[config.mk]
export PLATFORM = sky130hd
export DESIGN_NAME = pmc_bank
export DESIGN_NICKNAME = d
export VERILOG_FILES = /design/src/rtl/pmc_pkg.sv /design/src/rtl/pmc_counter.sv /design/src/rtl/pmc_access_check.sv /design/src/rtl/pmc_read_port.sv /design/src/rtl/pmc_bank.sv
export SDC_FILE = /design/constraint.sdc
export NUM_CORES = 2
export LEC_CHECK = 0
export BUFFER_PORTS_ARGS = -buffer_cell sky130_fd_sc_hd__buf_2
export CORE_ASPECT_RATIO = 0.75
export CORE_MARGIN = 2
export CORE_UTILIZATION = 53
export CTS_CLUSTER_DIAMETER = 120
export DETAILED_ROUTE_END_ITERATION = 7
export HOLD_SLACK_MARGIN = 0.12
export PLACE_DENSITY = 0.71
export SYNTH_ARGS = -nofsm -noshare
export SYNTH_HDL_FRONTEND = slang
export SYNTH_SLANG_ARGS = --single-unit
[constraint.sdc]
create_clock -name clk -period 4.3 [get_ports clk]
set_input_delay 0.215 -clock clk [delete_from_list [all_inputs] [get_ports clk]]
set_output_delay 0.215 -clock clk [all_outputs]
set_load 0.005 [all_outputs]
[src/rtl/pmc_pkg.sv]
package pmc_pkg;
  localparam int unsigned PMC_NUM_DEF  = 18;
  localparam int unsigned PMC_CTR_DEF  = 40;
  localparam int unsigned PMC_SEL_DEF  = 32;
  localparam int unsigned PMC_WORD_DEF = 32;
  localparam int unsigned PMC_CPL_DEF  = 2;

  // Outcome of the read-permission and index decode
  typedef enum logic [1:0] {
    ACC_FULL = 2'd0,
    ACC_FAST = 2'd1,
    ACC_DENY = 2'd2
  } pmc_acc_e;
endpackage

[src/rtl/pmc_counter.sv]
module pmc_counter #(
  parameter int CTR_W = 40
) (
  input  logic             clk,
  input  logic             rst,
  input  logic             ld_en,
  input  logic [CTR_W-1:0] ld_val,
  input  logic             ld_enable,
  input  logic             evt,
  output logic [CTR_W-1:0] count_o
);
  logic             run_q;
  logic [CTR_W-1:0] cnt_q;

  always_ff @(posedge clk) begin
    if (rst) begin
      cnt_q <= '0;
      run_q <= 1'b0;
    end else if (ld_en) begin
      cnt_q <= ld_val;
      run_q <= ld_enable;
    end else if (run_q && evt) begin
      cnt_q <= cnt_q + CTR_W'(1);
    end
  end

  assign count_o = cnt_q;
endmodule

[src/rtl/pmc_access_check.sv]
module pmc_access_check
  import pmc_pkg::*;
#(
  parameter int NUM_CTR = 18,
  parameter int SEL_W   = 32,
  parameter int CPL_W   = 2,
  parameter int IDX_W   = 5
) (
  input  logic [SEL_W-1:0] sel,
  input  logic [CPL_W-1:0] cpl,
  input  logic             prot,
  input  logic             user_en,
  output logic [IDX_W-1:0] idx_o,
  output pmc_acc_e         kind_o
);
  localparam int NUM_W = SEL_W - 1;

  logic [NUM_W-1:0] num;
  logic             in_range;
  logic             allowed;

  // The whole index field takes part in the range test
  assign num      = sel[NUM_W-1:0];
  assign in_range = (num < NUM_W'(NUM_CTR));
  assign allowed  = user_en || (cpl == '0) || !prot;
  assign idx_o    = num[IDX_W-1:0];

  always_comb begin
    if (!in_range || !allowed) kind_o = ACC_DENY;
    else if (sel[SEL_W-1])     kind_o = ACC_FAST;
    else                       kind_o = ACC_FULL;
  end
endmodule

[src/rtl/pmc_read_port.sv]
module pmc_read_port
  import pmc_pkg::*;
#(
  parameter int NUM_CTR = 18,
  parameter int CTR_W   = 40,
  parameter int WORD_W  = 32,
  parameter int IDX_W   = 5
) (
  input  logic                     clk,
  input  logic                     rst,
  input  logic [NUM_CTR*CTR_W-1:0] counts,
  input  logic                     accept,
  input  logic [IDX_W-1:0]         idx,
  input  pmc_acc_e                 kind,
  input  logic                     rsp_ready,
  output logic                     rsp_valid,
  output logic                     rsp_fault,
  output logic [WORD_W-1:0]        rsp_hi,
  output logic [WORD_W-1:0]        rsp_lo
);
  logic [CTR_W-1:0]  pick;
  logic [WORD_W-1:0] hi_n;
  logic [WORD_W-1:0] lo_n;

  always_comb begin
    pick = '0;
    for (int i = 0; i < NUM_CTR; i++) begin
      if (idx == IDX_W'(i)) pick = counts[i*CTR_W +: CTR_W];
    end
  end

  always_comb begin
    hi_n = '0;
    lo_n = '0;
    unique case (kind)
      ACC_FULL: begin
        hi_n = WORD_W'(pick >> WORD_W);
        lo_n = WORD_W'(pick);
      end
      ACC_FAST: lo_n = WORD_W'(pick);
      default: ;
    endcase
  end

  always_ff @(posedge clk) begin
    if (rst) begin
      rsp_valid <= 1'b0;
      rsp_fault <= 1'b0;
      rsp_hi    <= '0;
      rsp_lo    <= '0;
    end else if (accept) begin
      rsp_valid <= 1'b1;
      rsp_fault <= (kind == ACC_DENY);
      rsp_hi    <= hi_n;
      rsp_lo    <= lo_n;
    end else if (rsp_ready) begin
      rsp_valid <= 1'b0;
    end
  end
endmodule

[src/rtl/pmc_bank.sv]
module pmc_bank
  import pmc_pkg::*;
#(
  parameter int NUM_CTR = PMC_NUM_DEF,
  parameter int CTR_W   = PMC_CTR_DEF,
  parameter int SEL_W   = PMC_SEL_DEF,
  parameter int WORD_W  = PMC_WORD_DEF,
  parameter int CPL_W   = PMC_CPL_DEF,
  parameter int IDX_W   = $clog2(NUM_CTR)
) (
  input  logic               clk,
  input  logic               rst,
  input  logic [NUM_CTR-1:0] evt_in,
  input  logic               wr_valid,
  input  logic [CPL_W-1:0]   wr_cpl,
  input  logic [IDX_W-1:0]   wr_idx,
  input  logic [CTR_W-1:0]   wr_value,
  input  logic               wr_enable,
  input  logic               rd_valid,
  output logic               rd_ready,
  input  logic [SEL_W-1:0]   rd_sel,
  input  logic [CPL_W-1:0]   rd_cpl,
  input  logic               rd_prot,
  input  logic               rd_user_en,
  output logic               rsp_valid,
  input  logic               rsp_ready,
  output logic               rsp_fault,
  output logic [WORD_W-1:0]  rsp_hi,
  output logic [WORD_W-1:0]  rsp_lo
);
  logic [NUM_CTR*CTR_W-1:0] cnt_flat;
  logic                     wr_ok;
  logic                     accept;
  logic [IDX_W-1:0]         rd_idx;
  pmc_acc_e                 rd_kind;

  assign wr_ok    = wr_valid && (wr_cpl == '0) && (32'(wr_idx) < NUM_CTR);
  assign rd_ready = !rsp_valid || rsp_ready;
  assign accept   = rd_valid && rd_ready;

  for (genvar g = 0; g < NUM_CTR; g++) begin : g_ctr
    pmc_counter #(.CTR_W(CTR_W)) u_ctr (
      .clk       (clk),
      .rst       (rst),
      .ld_en     (wr_ok && (wr_idx == IDX_W'(g))),
      .ld_val    (wr_value),
      .ld_enable (wr_enable),
      .evt       (evt_in[g]),
      .count_o   (cnt_flat[g*CTR_W +: CTR_W])
    );
  end

  pmc_access_check #(
    .NUM_CTR(NUM_CTR), .SEL_W(SEL_W), .CPL_W(CPL_W), .IDX_W(IDX_W)
  ) u_acc (
    .sel     (rd_sel),
    .cpl     (rd_cpl),
    .prot    (rd_prot),
    .user_en (rd_user_en),
    .idx_o   (rd_idx),
    .kind_o  (rd_kind)
  );

  pmc_read_port #(
    .NUM_CTR(NUM_CTR), .CTR_W(CTR_W), .WORD_W(WORD_W), .IDX_W(IDX_W)
  ) u_rd (
    .clk       (clk),
    .rst       (rst),
    .counts    (cnt_flat),
    .accept    (accept),
    .idx       (rd_idx),
    .kind      (rd_kind),
    .rsp_ready (rsp_ready),
    .rsp_valid (rsp_valid),
    .rsp_fault (rsp_fault),
    .rsp_hi    (rsp_hi),
    .rsp_lo    (rsp_lo)
  );
endmodule

; Word-level counts from Yosys, hierarchy flattened
; Cells that the tools add are included.
; W data, S select, Z words.
[classes]
add_sub_neg = 18
order_cmp = 2
n_eq_ne = 36
mux = 60
reduce_logical = 72
[ops]
columns = cell, count
row1 = $mux W40, 54
row2 = $add A40 B1 Y40 const B, 18
row3 = $eq A5 B4 Y1 const B, 16
row4 = $eq A5 B3 Y1 const B, 8
row5 = $logic_and A1 B1 Y1, 39
row6 = $reduce_bool A2 Y1, 19
row7 = $mux W32, 1
row8 = $lt A31 B5 Y1 const B, 1
row9 = $eq A5 B2 Y1 const B, 4
row10 = $eq A5 B5 Y1 const B, 4
row11 = $eq A5 B1 Y1 const B, 2
row12 = $logic_not A5 Y1, 2
row13 = $mux W8, 1
row14 = $logic_not A2 Y1, 3
row15 = $lt A5 B5 Y1 const B, 1
row16 = $logic_not A1 Y1, 4
row17 = $logic_or A1 B1 Y1, 4
row18 = $mux W1, 3
row19 = $eq A2 B1 Y1 const B, 1
row20 = $eq A2 B2 Y1 const B, 1
row21 = $mux W2, 1
row22 = $reduce_or A2 Y1, 1
[totals]
ff_bits = 804
inputBits = 107
output_inout_bits = 67
wordCells = 228

; Longest topological paths before layout
[depth]
word_depth = 20
mapped_depth = 11
depth_no_buf = 8

; Modules after synthesis
; Synthesis repeated with hierarchy kept, for this count alone.
[unflattened]
hier_cells = 6465
area_unflattened_um2 = 50918.8
[modules_own_cells]
columns = module, n_inst, cells_each, area_each_um2, seq_area_each_um2
row1 = pmc_counter, 18, 290, 2356.0, 820.8
row2 = pmc_read_port, 1, 1194, 8106.5, 840.8
row3 = pmc_bank, 1, 31, 266.5, 0.0
row4 = pmc_access_check, 1, 20, 137.6, 0.0

; Worst setup path after synthesis
; Ideal clock, no wire load.
[synth_timing]
path_type = reg2reg
start = register g_ctr[9].u_ctr.cnt_q[0]
end = register g_ctr[9].u_ctr.cnt_q[34]
setup_ns = 0.091
arrival_time_ns = 2.437
required_ns = 4.209
slack_ns = 1.772
stages_incl_launch_ff = 9
path_buffers = 1
period_less_slack_ns = 2.528
path_cell_list = dfxtp_1 -> ha_1 -> nand3_1 -> nor4_1 -> nand2b_1 -> or3_1 -> buf_2 -> or3_1 -> a311oi_1
[synth_via]
elab_chain_len = 3
[synth_lines]
columns = element, line_no
row1 = from (decl), pmc_counter.sv:13  ; logic [CTR_W-1:0] cnt_q;
row2 = from (signal assigned), pmc_counter.sv:20  ; cnt_q <= ld_val;
row3 = from (signal assigned), pmc_counter.sv:23  ; cnt_q <= cnt_q + CTR_W'(1);
row4 = $add A40 B1 Y40, pmc_counter.sv:23
row5 = $mux W40, pmc_counter.sv:22  ; end else if (run_q && evt) begin
row6 = $mux W40, pmc_counter.sv:19  ; end else if (ld_en) begin
; No other way between the ends. The select of a mux whose other input is x is not followed.
; A chain may end at the register's enable or synchronous reset.

; Worst setup path in the final report
[layout_timing]
start = register g_ctr[0].u_ctr.cnt_q[3]
end = register g_ctr[0].u_ctr.cnt_q[27]
[layout_via]
elab_chain_len = 3
[layout_lines]
columns = element, line_no
row1 = from (decl), pmc_counter.sv:13
row2 = from (signal assigned), pmc_counter.sv:20
row3 = from (signal assigned), pmc_counter.sv:23
row4 = $add A40 B1 Y40, pmc_counter.sv:23
row5 = $mux W40, pmc_counter.sv:22
row6 = $mux W40, pmc_counter.sv:19
; No other way between the ends. The select of a mux whose other input is x is not followed.

==> impl_metrics.tcl <==
set metrics [dict create \
    syn_inst 6034 \
    gp_congestion 1.127 \
    grt_first_pass_wirelength_um 342700 \
    holdBufCountCts 20 \
    antenna_found_initial 26 \
    first_pass_iters 8 \
    clk_pin_slew_ps 70 \
    power.density_mw_per_mm2 323.0 \
    synth-seq-cells 780 \
    status "complete, but fails checks" \
    io-pin-count 174 \
    drc_errors 15 \
    clk_latency_ps 710 \
    syn_avg_cell_area_um2 7.617 \
    violations "DRC, capacitance limit, slew limit" \
    cts_made_buffers 84 \
    syn_area_mm2 0.04596 \
    routedWlPerCell_um 34.64 \
    postPlaceCellArea_mm2 0.04760 \
    dr.first_iter.drc_count 10420 \
    synth_fa_ha_area_share_pct 0.4900 \
    cts_setup_buffers 0 \
    rows 93 \
    start_util_pct 53.52 \
    path_max_fanout 9 \
    synth-simple-area-share_pct 26.96 \
    finalSetupViolations 0 \
    clk_path_buf_depth 3 \
    grt_max_degree 218 \
    synth_edf_count 0 \
    fmax_mhz 284.2 \
    ys_top_cells_by_area "dfxtp_1 (34%), a211oi_1 (9.6%), nor2_1 (8.6%)" \
    cts-root-buf "clkbuf_16" \
    rsz0062_at_grt "false" \
    cp.required_ps 4880 \
    yosysMostFrequentCell "nor2_1" \
    syn_to_final_growth_pct 10.26 \
    grt_use_total_pct 53.93 \
    grt-ovfl-total 0 \
    setup_ws_ps 781.5 \
    synthTopCellsByCount "nor2_1 (1,054), dfxtp_1 (780), a211oi_1 (585)" \
    ys_types 82 \
    crit_type "reg -> reg" \
    fin_crit_sh_pct 81.82 \
    arrival_ps 4100 \
    clkSinkCount 780 \
    synth-compound-area-share_pct 21.30 \
    slew_viol_final 10 \
    vdd_drop_max_mv 0.3090 \
    dieArea_mm2 0.08912 \
    worstMarginPinSlew_ps 1585 \
    maxCapViolCount 2 \
    setup-tns-final_ps 0 \
    wirelength_um 249000 \
    cts-resized-gates 0 \
    synth_top_cell_by_area "dfxtp_1" \
    core_mm2 0.08587 \
    die_width_um 344.0 \
    drtAntennaViolNets 0 \
    first_global_vias 44330 \
    synthXorXnorAreaFrac_pct 11.81 \
    htree_levels 3 \
    die-height_um 259.0 \
    synth.area.mux_share_pct 0.5771 \
    holdCritPathClass "in -> reg" \
    synth_top_area_share_pct 33.97 \
    maxSlewHeadroom_pct -6.063 \
    ys.flop_type "dfxtp_1" \
    layout.nets 6095 \
    via_per_inst 7.185 \
    power.leakage_nw 16.71 \
    cts_tree "built" \
    period_minus_slack_ps 3518 \
    synthArstFlopShare_pct 0 \
    design_area_mm2 0.05068 \
    port_buffers 149 \
    critPathLaunchType "register" \
    place_ws_ps 738.5 \
    synth_seq_area_share_pct 33.97 \
    clock_skew_ps 44.72 \
    synth_top_family_by_area "simple AND/OR/NAND/NOR gates" \
    dp_hpwl_um 181800 \
    vias 51650 \
    cp-end-kind "register" \
    finalHoldViolCount 0 \
    drive_above_1_share_pct 8.411 \
    synth_warnings 0 \
]
cells by family (layout without fill, tap and decap cells):
family | after synthesis | after routing
other cells | 1 | 33
mux | 26 | 26
fa+ha+maj | 18 | 18
flops | 780 | 780
compound gates | 1387 | 1387
xor+xnor | 620 | 620
simple gates | 2632 | 2632
buf+inv | 570 | 553
where the power goes:
| part | switching (mW) | total (mW) | leakage [nW] | internal, mW |
|---|---|---|---|---|
| clock | 3.44 | 7.82 | 1.40 | 4.38 |
| sequential | 0.0568 | 7.31 | 6.28 | 7.25 |
| combinational | 1.01 | 1.24 | 9.02 | 0.225 |
worst max-delay path: stages, from the launching register on:
cell	delay [ps]
dfxtp_1	570
and4_1	370
nand3_1	110
nor4_1	1010
buf_4	270
nand4_1	340
or3_1	480
a311oi_1	270
final timing paths:
path                             start                           to  slack [ps]  cells after the start
max reg2reg  g_ctr[0].u_ctr.count_o[3]   g_ctr[0].u_ctr.count_o[27]         780                      7
max          g_ctr[0].u_ctr.count_o[3]   g_ctr[0].u_ctr.count_o[27]         780                      7
min reg2reg      g_ctr[11].u_ctr.run_q        g_ctr[11].u_ctr.run_q         450                      2
min                       wr_value[33]  g_ctr[13].u_ctr.count_o[33]         160                      3
through the flow:
step           hold slack (ps)  cells  total power [mW]  utilization, %
2_1_floorplan            344.5   6057             7.963               -
4_1_cts                  120.4   7180             16.18           58.99
5_1_grt                  159.0   7182             16.50           58.99
6_report                 159.6   7189             16.37           59.01
3_5_place_dp             444.7   7004             8.574           55.43
3_3_place_gp             439.9   7004             8.575           55.43
cells in the final DEF (no fill, tap or decap), drive strengths merged, types with 94 or more instances in the layout:
master and n:
nor3 145, clkbuf 124, a311oi 94, a21oi 153, o21ai 210, a211oi 585
nor2 1055, nand2 507, xor2 365, nand3 278, nand4 204, or3 95
and3 96, dfxtp 780, buf 298, xnor2 255
flip-flops by register name, indices dropped and copies added, names as in the netlist:
signal / count
g_ctr.u_ctr.count_o: 720
g_ctr.u_ctr.run_q: 18
u_rd.rsp_fault: 1
u_rd.rsp_hi: 8
u_rd.rsp_lo: 32
u_rd.rsp_valid: 1
area by class of cell:
type	instances	area, µm²
timing repair buffer	318	2140
multi-input combinational	4707	28320
sequential	780	15620
fill	7964	35200
clock buffer	124	2434
inverter	79	296.5
tap	1140	1426
clock inverter	32	424.2
antenna	9	22.52
layer usage:
layer,up-vias,global-route usage (%),wire length (µm)
met1,24340,74.69,96350
met3,873,27.83,48190
li1,21680,-,-
met2,4756,66.00,88080
met5,-,0,93
met4,14,28.35,16330
Note: power is estimated with default switching activity, not from simulation.
